===== src/rtl/acc_pkg.sv =====
package acc_pkg;
  // Strobe positions inside the one-hot operation vector.
  localparam int OP_AND  = 0;
  localparam int OP_ADD  = 1;
  localparam int OP_LDDR = 2;
  localparam int OP_INP  = 3;
  localparam int OP_CMA  = 4;
  localparam int OP_SHR  = 5;
  localparam int OP_SHL  = 6;
  localparam int OP_INC  = 7;
  localparam int OP_CLA  = 8;
  localparam int OP_CLE  = 9;
  localparam int OP_CME  = 10;
  localparam int OP_W    = 11;

  typedef logic [OP_W-1:0] op_vec_t;

  // Accumulator source chosen for this cycle.
  typedef enum logic [3:0] {
    AS_HOLD, AS_CLR, AS_AND, AS_ADD, AS_LDDR,
    AS_INP, AS_CMA, AS_SHR, AS_SHL, AS_INC
  } ac_sel_e;

  // Link-bit source chosen for this cycle.
  typedef enum logic [2:0] {
    ES_HOLD, ES_CLR, ES_CMP, ES_CARRY, ES_LSB, ES_MSB
  } e_sel_e;
endpackage


===== src/rtl/acc_opsel.sv =====
module acc_opsel
  import acc_pkg::*;
(
  input  op_vec_t op,
  output ac_sel_e ac_sel,
  output e_sel_e  e_sel
);
  // Accumulator priority: clear, then the loading group, then increment.
  always_comb begin
    ac_sel = AS_HOLD;
    if (op[OP_CLA])       ac_sel = AS_CLR;
    else if (op[OP_AND])  ac_sel = AS_AND;
    else if (op[OP_ADD])  ac_sel = AS_ADD;
    else if (op[OP_LDDR]) ac_sel = AS_LDDR;
    else if (op[OP_INP])  ac_sel = AS_INP;
    else if (op[OP_CMA])  ac_sel = AS_CMA;
    else if (op[OP_SHR])  ac_sel = AS_SHR;
    else if (op[OP_SHL])  ac_sel = AS_SHL;
    else if (op[OP_INC])  ac_sel = AS_INC;
  end

  // Explicit link strobes first, then whatever the chosen AC operation feeds out.
  always_comb begin
    e_sel = ES_HOLD;
    if (op[OP_CLE])              e_sel = ES_CLR;
    else if (op[OP_CME])         e_sel = ES_CMP;
    else if (ac_sel == AS_ADD)   e_sel = ES_CARRY;
    else if (ac_sel == AS_SHR)   e_sel = ES_LSB;
    else if (ac_sel == AS_SHL)   e_sel = ES_MSB;
  end
endmodule


===== src/rtl/acc_datapath.sv =====
module acc_datapath
  import acc_pkg::*;
#(
  parameter int DW = 16,
  parameter int IW = 8
) (
  input  ac_sel_e         ac_sel,
  input  e_sel_e          e_sel,
  input  logic [DW-1:0]   ac,
  input  logic            e,
  input  logic [DW-1:0]   dr,
  input  logic [IW-1:0]   inpr,
  output logic [DW-1:0]   ac_nxt,
  output logic            ac_en,
  output logic            e_nxt,
  output logic            e_en
);
  localparam int PADW = DW - IW;
  localparam logic [DW-1:0] ONE = DW'(1);

  logic [DW:0] sum;
  assign sum = {1'b0, ac} + {1'b0, dr};

  always_comb begin
    ac_en  = (ac_sel != AS_HOLD);
    ac_nxt = ac;
    unique case (ac_sel)
      AS_CLR:  ac_nxt = '0;
      AS_AND:  ac_nxt = ac & dr;
      AS_ADD:  ac_nxt = sum[DW-1:0];
      AS_LDDR: ac_nxt = dr;
      AS_INP:  ac_nxt = {{PADW{1'b0}}, inpr};
      AS_CMA:  ac_nxt = ~ac;
      AS_SHR:  ac_nxt = {e, ac[DW-1:1]};
      AS_SHL:  ac_nxt = {ac[DW-2:0], e};
      AS_INC:  ac_nxt = ac + ONE;
      default: ac_nxt = ac;
    endcase
  end

  always_comb begin
    e_en  = (e_sel != ES_HOLD);
    e_nxt = e;
    unique case (e_sel)
      ES_CLR:   e_nxt = 1'b0;
      ES_CMP:   e_nxt = ~e;
      ES_CARRY: e_nxt = sum[DW];
      ES_LSB:   e_nxt = ac[0];
      ES_MSB:   e_nxt = ac[DW-1];
      default:  e_nxt = e;
    endcase
  end
endmodule


===== src/rtl/acc_flags.sv =====
module acc_flags #(
  parameter int DW = 16
) (
  input  logic [DW-1:0] ac,
  input  logic          e,
  output logic          sign,
  output logic          ac_zero,
  output logic          e_zero
);
  assign sign    = ac[DW-1];
  assign ac_zero = ~|ac;
  assign e_zero  = ~e;
endmodule


===== src/rtl/acc_link_unit.sv =====
module acc_link_unit
  import acc_pkg::*;
#(
  parameter int DW = 16,
  parameter int IW = 8
) (
  input  logic            clk,
  input  logic            rst_n,
  input  logic [OP_W-1:0] op_i,
  input  logic [DW-1:0]   dr_i,
  input  logic [IW-1:0]   inpr_i,
  output logic [DW-1:0]   ac_o,
  output logic            e_o,
  output logic            sign_o,
  output logic            ac_zero_o,
  output logic            e_zero_o
);
  ac_sel_e       ac_sel;
  e_sel_e        e_sel;
  logic [DW-1:0] ac_q, ac_nxt;
  logic          e_q, e_nxt;
  logic          ac_en, e_en;

  acc_opsel u_opsel (
    .op     (op_i),
    .ac_sel (ac_sel),
    .e_sel  (e_sel)
  );

  acc_datapath #(.DW(DW), .IW(IW)) u_dp (
    .ac_sel (ac_sel),
    .e_sel  (e_sel),
    .ac     (ac_q),
    .e      (e_q),
    .dr     (dr_i),
    .inpr   (inpr_i),
    .ac_nxt (ac_nxt),
    .ac_en  (ac_en),
    .e_nxt  (e_nxt),
    .e_en   (e_en)
  );

  always_ff @(posedge clk or negedge rst_n) begin
    if (!rst_n)     ac_q <= '0;
    else if (ac_en) ac_q <= ac_nxt;
  end

  always_ff @(posedge clk or negedge rst_n) begin
    if (!rst_n)    e_q <= 1'b0;
    else if (e_en) e_q <= e_nxt;
  end

  acc_flags #(.DW(DW)) u_flags (
    .ac      (ac_q),
    .e       (e_q),
    .sign    (sign_o),
    .ac_zero (ac_zero_o),
    .e_zero  (e_zero_o)
  );

  assign ac_o = ac_q;
  assign e_o  = e_q;
endmodule


===== config.mk =====
export PLATFORM = sky130hd
export DESIGN_NAME = acc_link_unit
export DESIGN_NICKNAME = d
export VERILOG_FILES = /design/src/rtl/acc_pkg.sv /design/src/rtl/acc_opsel.sv /design/src/rtl/acc_datapath.sv /design/src/rtl/acc_flags.sv /design/src/rtl/acc_link_unit.sv
export SDC_FILE = /design/constraint.sdc
export NUM_CORES = 1
export LEC_CHECK = 0
export BUFFER_PORTS_ARGS = -buffer_cell sky130_fd_sc_hd__buf_2
export CAP_MARGIN = 20
export CORE_AREA = 3 3 75 113
export CTS_CLUSTER_DIAMETER = 30
export DETAILED_ROUTE_END_ITERATION = 12
export DIE_AREA = 0 0 78 116
export PLACE_DENSITY = 0.67
export SYNTH_ARGS = -nofsm -noshare
export SYNTH_HDL_FRONTEND = slang
export SYNTH_HIERARCHICAL = 1
export SYNTH_SLANG_ARGS = --single-unit

===== constraint.sdc =====
create_clock -name clk -period 3.8 [get_ports clk]
set_input_delay 0.38 -clock clk [delete_from_list [all_inputs] [get_ports clk]]
set_output_delay 0.38 -clock clk [all_outputs]
set_load 0.1 [all_outputs]

==> impl_metrics.yaml, run 1 <==
outcome:
  status: "finished clean"
cts:
  post_cts.repair.setup_buffers: 0
  clock-sinks: 17
  cts.reportedPaths.clkPinSlew_ns: 0.06
  cts_tree: "done"
  ctsResizeCount: 0
  cts_buffers: 3
  cts_root_buffer: "clkbuf_16"
  clock_latency_ns: 0.26
  holdBufCountCts: 0
  h-tree-depth: 1
  cts_max_path_buffers: 2
floorplan:
  die_area_um2: 9050
  die_y_um: 116
  core_um2: 7610
  fp.dieW_um: 78
  ioPinCount: 57
  start_util: 0.445
  rows: 39
global_route:
  antenna_found_initial: 0
  grtUsageTotal: 0.290
  grt_pass1_wl_um: 20400
  grt_pass1_vias: 3799
  grt_max_degree: 46
  grt_overflow: 0
yosys:
  synth_warnings: 6
  syn_nets: 500
  synth_area_um2: 3390
  synth_top_area_frac: 0.125
  yosys.area.top_type: "dfrtp_1"
  synthCells: 445
  synthArstFlopShare: 1.00
  ys_top_cells_by_area: "dfrtp_1 13%, ha_1 6.3%, a21oi_1 5.3%"
  synth_edf_count: 0
  avgSynthCellArea_um2: 7.62
  synth_cell_types: 79
  synth-seq-area-share: 0.125
  synthFlopType: "dfrtp_1"
  ys_ff_latch: 17
critical_path:
  arrival_ns: 3.06
  setup.worst_path.start_class: "primary input"
  critPathKind: "in -> reg"
  cp_max_fo: 13
  r2r_cells: 9
  worstSetupEndpointType: "flip-flop"
  rr_startpoint: "ac_o[0]"
  reg2reg_to: "ac_o[10]"
  startpoint: "op_i[4]"
  cp.required_ns: 3.99
  r2r_slack_ns: 1.01
sta:
  setup_viol: 0
  rsz0062_at_grt: "false"
  period_share: 0.755
  min_period_ns: 2.87
  finClkSkew_ns: 0.00855
  slew_viol_final: 0
  slew_headroom: 0.478
  hold_violations: 0
  worstMarginPinSlew_ns: 0.777
  tns_ns: 0
  fmax_mhz: 349
place:
  dp_hpwl_um: 10000
  routabilityCongestion: 1.07
  port_buffers: 56
  numPlacedInstances: 580
route:
  routedWlPerCell_um: 22.6
  ant_nets: 0
  firstDrtPassIters: 6
  wl_um: 13200
  drt-initial-drc-count: 408
  post-route-drc-count: 0
  via_count: 3857
  vias_per_cell: 6.60
final_layout:
  fillers: 832
  n_antenna_cell: 0
  nNetsFinal: 538
  stdcell_count: 584
  syn2layout_area_growth_pct: 10.8
  drive_above_1_share: 0.245
power:
  power.density_nw_per_um2: 562
  vdd.ir_drop.worst_mv: 0.404
  total_leakage_power_uw: 0.00157
flow_run:
  maxCapViolations: 0
worst_hold_path:
  hold_class: "in -> async"
==> power by group <==
group	switching, uW	internal, uW	leakage [uW]
Clock	79.6	143	0.0000382
Sequential	141	231	0.000219
Combinational	1060	458	0.00131
==> how the worst max path moves through the flow <==
stage               endpoint  cells past startpoint
floorplan           ac_o[10]                      9
global placement    ac_o[14]                     11
detailed placement  ac_o[14]                     11
CTS                 ac_o[14]                     11
global route         ac_o[7]                     10
finish               ac_o[7]                     10
==> metrics by stage <==
| step | setup slack, ns | hold WS [ns] | power [uW] | cell area [um2] | util |
|---|---|---|---|---|---|
| 2_1_floorplan | 0.804 | 0.0844 | 1480 | 3390 | - |
| 3_5_place_dp | 0.719 | 0.358 | 1870 | 3680 | 0.483 |
| 4_1_cts | 0.987 | 0.0854 | 2090 | 3760 | 0.494 |
| 3_3_place_gp | 0.758 | 0.354 | 1860 | 3680 | 0.483 |
| 6_report | 0.932 | 0.0808 | 2110 | 3760 | 0.494 |
| 5_1_grt | 0.692 | 0.109 | 2210 | 3760 | 0.494 |
==> sequential cells by signal, summed over array words and instances, names as in the netlist <==
| register | flops |
|---|---|
| e_o | 1 |
| ac_o | 16 |
==> area by class of cell <==
| class | instances | area (um2) | share of cell area |
|---|---|---|---|
| sequential | 17 | 425 | 0.113 |
| inverter | 21 | 78.8 | 0.0210 |
| clock buffer | 4 | 78.8 | 0.0210 |
| timing repair buffer | 71 | 393 | 0.105 |
| tap | 102 | 128 | 0.0340 |
| multi-input combinational | 369 | 2660 | 0.706 |
==> cell families (layout without fill, tap and decap cells) <==
| family | Yosys count | in the layout | share of synthesized area |
|---|---|---|---|
| flops | 17 | 17 | 0.125 |
| mux | 24 | 24 | 0.0923 |
| fa+ha+maj | 18 | 18 | 0.0686 |
| compound gates | 164 | 164 | 0.340 |
| simple gates | 146 | 146 | 0.234 |
| xor+xnor | 17 | 17 | 0.0439 |
| buf+inv | 59 | 96 | 0.0956 |
==> cell usage after synthesis (7+ instances only) <==
cell type and number:
a21oi_1 36, nor2_1 36, nand2_1 25, o21ai_0 23, inv_1 20, dfrtp_1 17, ha_1 17, nand3_1 17
buf_2 16, buf_4 11, nand2b_1 11, nor3_1 11, mux2_4 10, o22ai_1 10, xnor2_1 9, a31oi_1 8
mux2_2 8, nor2b_1 8, xor2_1 8, a21o_1 7, nor4_1 7
==> per-layer routing <==
metal / vias up / GRT usage / part of all wire
met5: - / 0 / 0
li1: 1772 / - / -
met1: 1798 / 0.320 / 0.37
met3: 62 / 0.0249 / 0.052
met4: 0 / 0.236 / 0.098
met2: 225 / 0.507 / 0.48
==> layout by cell type, fill, tap and decap left out, drive strengths merged, types with 3 or more instances in the layout <==
cell     instances
a211o            5
a21oi           38
ha              17
o22ai           10
o21bai           4
a22o             5
a22oi            6
nand2           25
a222oi           3
nor4             8
buf             71
o221ai           5
a21o             7
a211oi           4
dfrtp           17
clkbuf           4
or3              4
nor2b            9
and3             4
nor2            38
o21ai           27
o211ai           8
xnor2            9
inv             21
or2              4
a32oi            6
xor2             8
nand3           17
o2111ai          3
nor3            13
nand2b          11
mux2i            5
mux2            18
nor3b            5
a221oi           5
nand4            5
a31oi            8
==> critical path, stage by stage <==
cell	delay (ns)
buf_2	0.12
nor4_1	0.43
nor3b_4	0.49
buf_4	0.29
nor2b_1	0.30
nand2_1	0.28
a21oi_1	0.25
a221oi_2	0.09
a21oi_1	0.24
mux2_4	0.19
(Power assumes the default switching activity.)
==> run 2, diff against run 1 <==
PLACE_DENSITY = 0.69   (was 0.67)
clock period = 2.56 ns   (was 3.8 ns; I/O delays follow)
==> run 2 against run 1 <==
Net effect: die area stayed put; total power is 58% higher; cell area increased by 16%; sequential share of layout area decreased by 1.2 points; core utilization increased by 8.1 points; flip-flop and latch count unchanged; first-iteration DRC count up 16%; sequential power up 19%; clock power rose by 54%; clock skew is 0.0034 ns lower; register-to-register slack worse by 0.93 ns; largest power group unchanged.
==> impl_metrics.yaml, run 2 (same netlist as run 1, synthesis figures left out) <==
final_layout:
  drive_above_1_share: 0.383
  fillers: 752
  stdcell_count: 651
  nNetsFinal: 605
  n_antenna_cell: 0
  layout_common_cells: "81 x buf_4, 56 x buf_2, 34 x nor2_1"
  final_common_cell: "buf_4"
  syn2layout_area_growth_pct: 29.0
  largest_reg_flops: 16
power:
  total_leakage_power_uw: 0.00190
  internal_power_uw: 1410
  power_frac_comb: 0.765
  vdd.ir_drop.worst_mv: 0.617
  p_sw_frac: 0.577
  switchingPower_uw: 1930
  clkPwrFrac: 0.102
  power.density_nw_per_um2: 764
  seqPwrFrac: 0.132
sta:
  period_share: 0.970
  hold_violations: 0
  worst_slack_ns: 0.0758
  fmax_mhz: 403
  worstMarginPinSlew_ns: 0.698
  setup_viol: 0
  min_period_ns: 2.48
  slew_headroom: 0.531
  finClkSkew_ns: 0.00513
  slew_viol_final: 0
cts:
  clock-sinks: 17
  cts_tree: "done"
  cts_root_buffer: "clkbuf_16"
  clock_latency_ns: 0.26
  cts_buffers: 3
  h-tree-depth: 1
  cts_max_path_buffers: 2
  cts.reportedPaths.clkPinSlew_ns: 0.06
outcome:
  status: "finished clean"
critical_path:
  cp_max_fo: 4
  arrival_ns: 2.62
  cp-endpoint: "ac_o[10]"
  worstSetupEndpointType: "flip-flop"
  critPathKind: "reg -> reg"
  setup.worst_path.start_class: "flip-flop"
  r2r_slack_ns: 0.08
  reg2reg_to: "ac_o[10]"
  cp.required_ns: 2.70
  rr_startpoint: "ac_o[0]"
  startpoint: "ac_o[0]"
  r2r_cells: 9
route:
  vias_per_cell: 6.42
  firstDrtPassIters: 9
  via_count: 4177
  post-route-drc-count: 0
  drt-initial-drc-count: 473
  routedWlPerCell_um: 21.7
  wl_um: 14200
  ant_nets: 0
place:
  routabilityCongestion: 1.10
  dpl_worst_slack_ns: -0.147
  numPlacedInstances: 643
  dp_hpwl_um: 11000
  port_buffers: 56
global_route:
  antenna_found_initial: 0
  grt_overflow: 0
  grt_pass1_vias: 4109
  grtUsageTotal: 0.313
  grt_max_degree: 27
  grt_pass1_wl_um: 21900
floorplan:
  core_um2: 7610
  rows: 39
  ioPinCount: 57
  start_util: 0.445
  die_area_um2: 9050
  fp.dieW_um: 78
  die_y_um: 116
worst_hold_path:
  hold_class: "in -> async"
flow_run:
  maxCapViolations: 0
[run 2: worst min path at each step]
stage / slack [ns] / start / to / depth (start not counted)
5_1_grt: 0.53 / rst_n / ac_o[7] / 2
6_report: 0.50 / rst_n / ac_o[0] / 2
3_5_place_dp: 0.25 / rst_n / ac_o[0] / 1
3_3_place_gp: 0.25 / rst_n / ac_o[0] / 1
2_1_floorplan: -0.04 / rst_n / ac_o[10] / 0
4_1_cts: 0.51 / rst_n / ac_o[0] / 2
[run 2: layout make-up]
type                            instances  area [um2]  area share
Clock buffer                            4        78.8      0.0180
Inverter                               21        78.8      0.0180
Tap cell                              102         128      0.0292
Multi-Input combinational cell        369        2750       0.628
Timing Repair Buffer                  138         898       0.205
Sequential cell                        17         444       0.102
[run 2: routing by layer]
layer  share of wire  global-route usage  up-vias
li1                -                   -     1904
met1            0.37               0.335     1964
met2            0.49               0.565      235
met5               0                   0        -
met4           0.080               0.221        0
met3           0.057              0.0412       74
[run 2: worst max-delay path: stages, from the launching register on]
cell and delay (ns):
dfrtp_4 0.50, ha_4 0.19, fa_2 0.41, a21oi_4 0.17, nor3_1 0.11, or2_2 0.31
o21ai_0 0.20, or3_1 0.14, nand3_1 0.07, mux2_4 0.27
[run 2: repair_timing]
item                                   in CTS  in global routing
pin swaps                                   0                  2
resized for setup                           1                 12
endpoints found under the hold margin      17                  0
hold buffers                                1                  0
cloned                                      0                  0
buffers inserted                            0                  3
setup endpoints to repair                   2                  7
[run 2: power groups by stage]
stage               clock, uW  combinational, uW  sequential (uW)
floorplan                   0               1160             1060
global placement            0               2400              446
detailed placement          0               2420              448
CTS                       352               2440              443
global route              361               2690              457
finish                    343               2560              442
[run 2: metrics by stage]
| stage | power [uW] | setup TNS [ns] | util | hold slack, ns | cell area [um2] |
|---|---|---|---|---|---|
| 2_1_floorplan | 2220 | 0 | - | -0.0396 | 3430 |
| 3_3_place_gp | 2850 | -0.172 | 0.550 | 0.250 | 4190 |
| 3_5_place_dp | 2870 | -0.320 | 0.550 | 0.254 | 4190 |
| 4_1_cts | 3230 | 0 | 0.562 | 0.509 | 4280 |
| 5_1_grt | 3510 | -0.0267 | 0.575 | 0.526 | 4380 |
| 6_report | 3350 | 0 | 0.575 | 0.499 | 4380 |
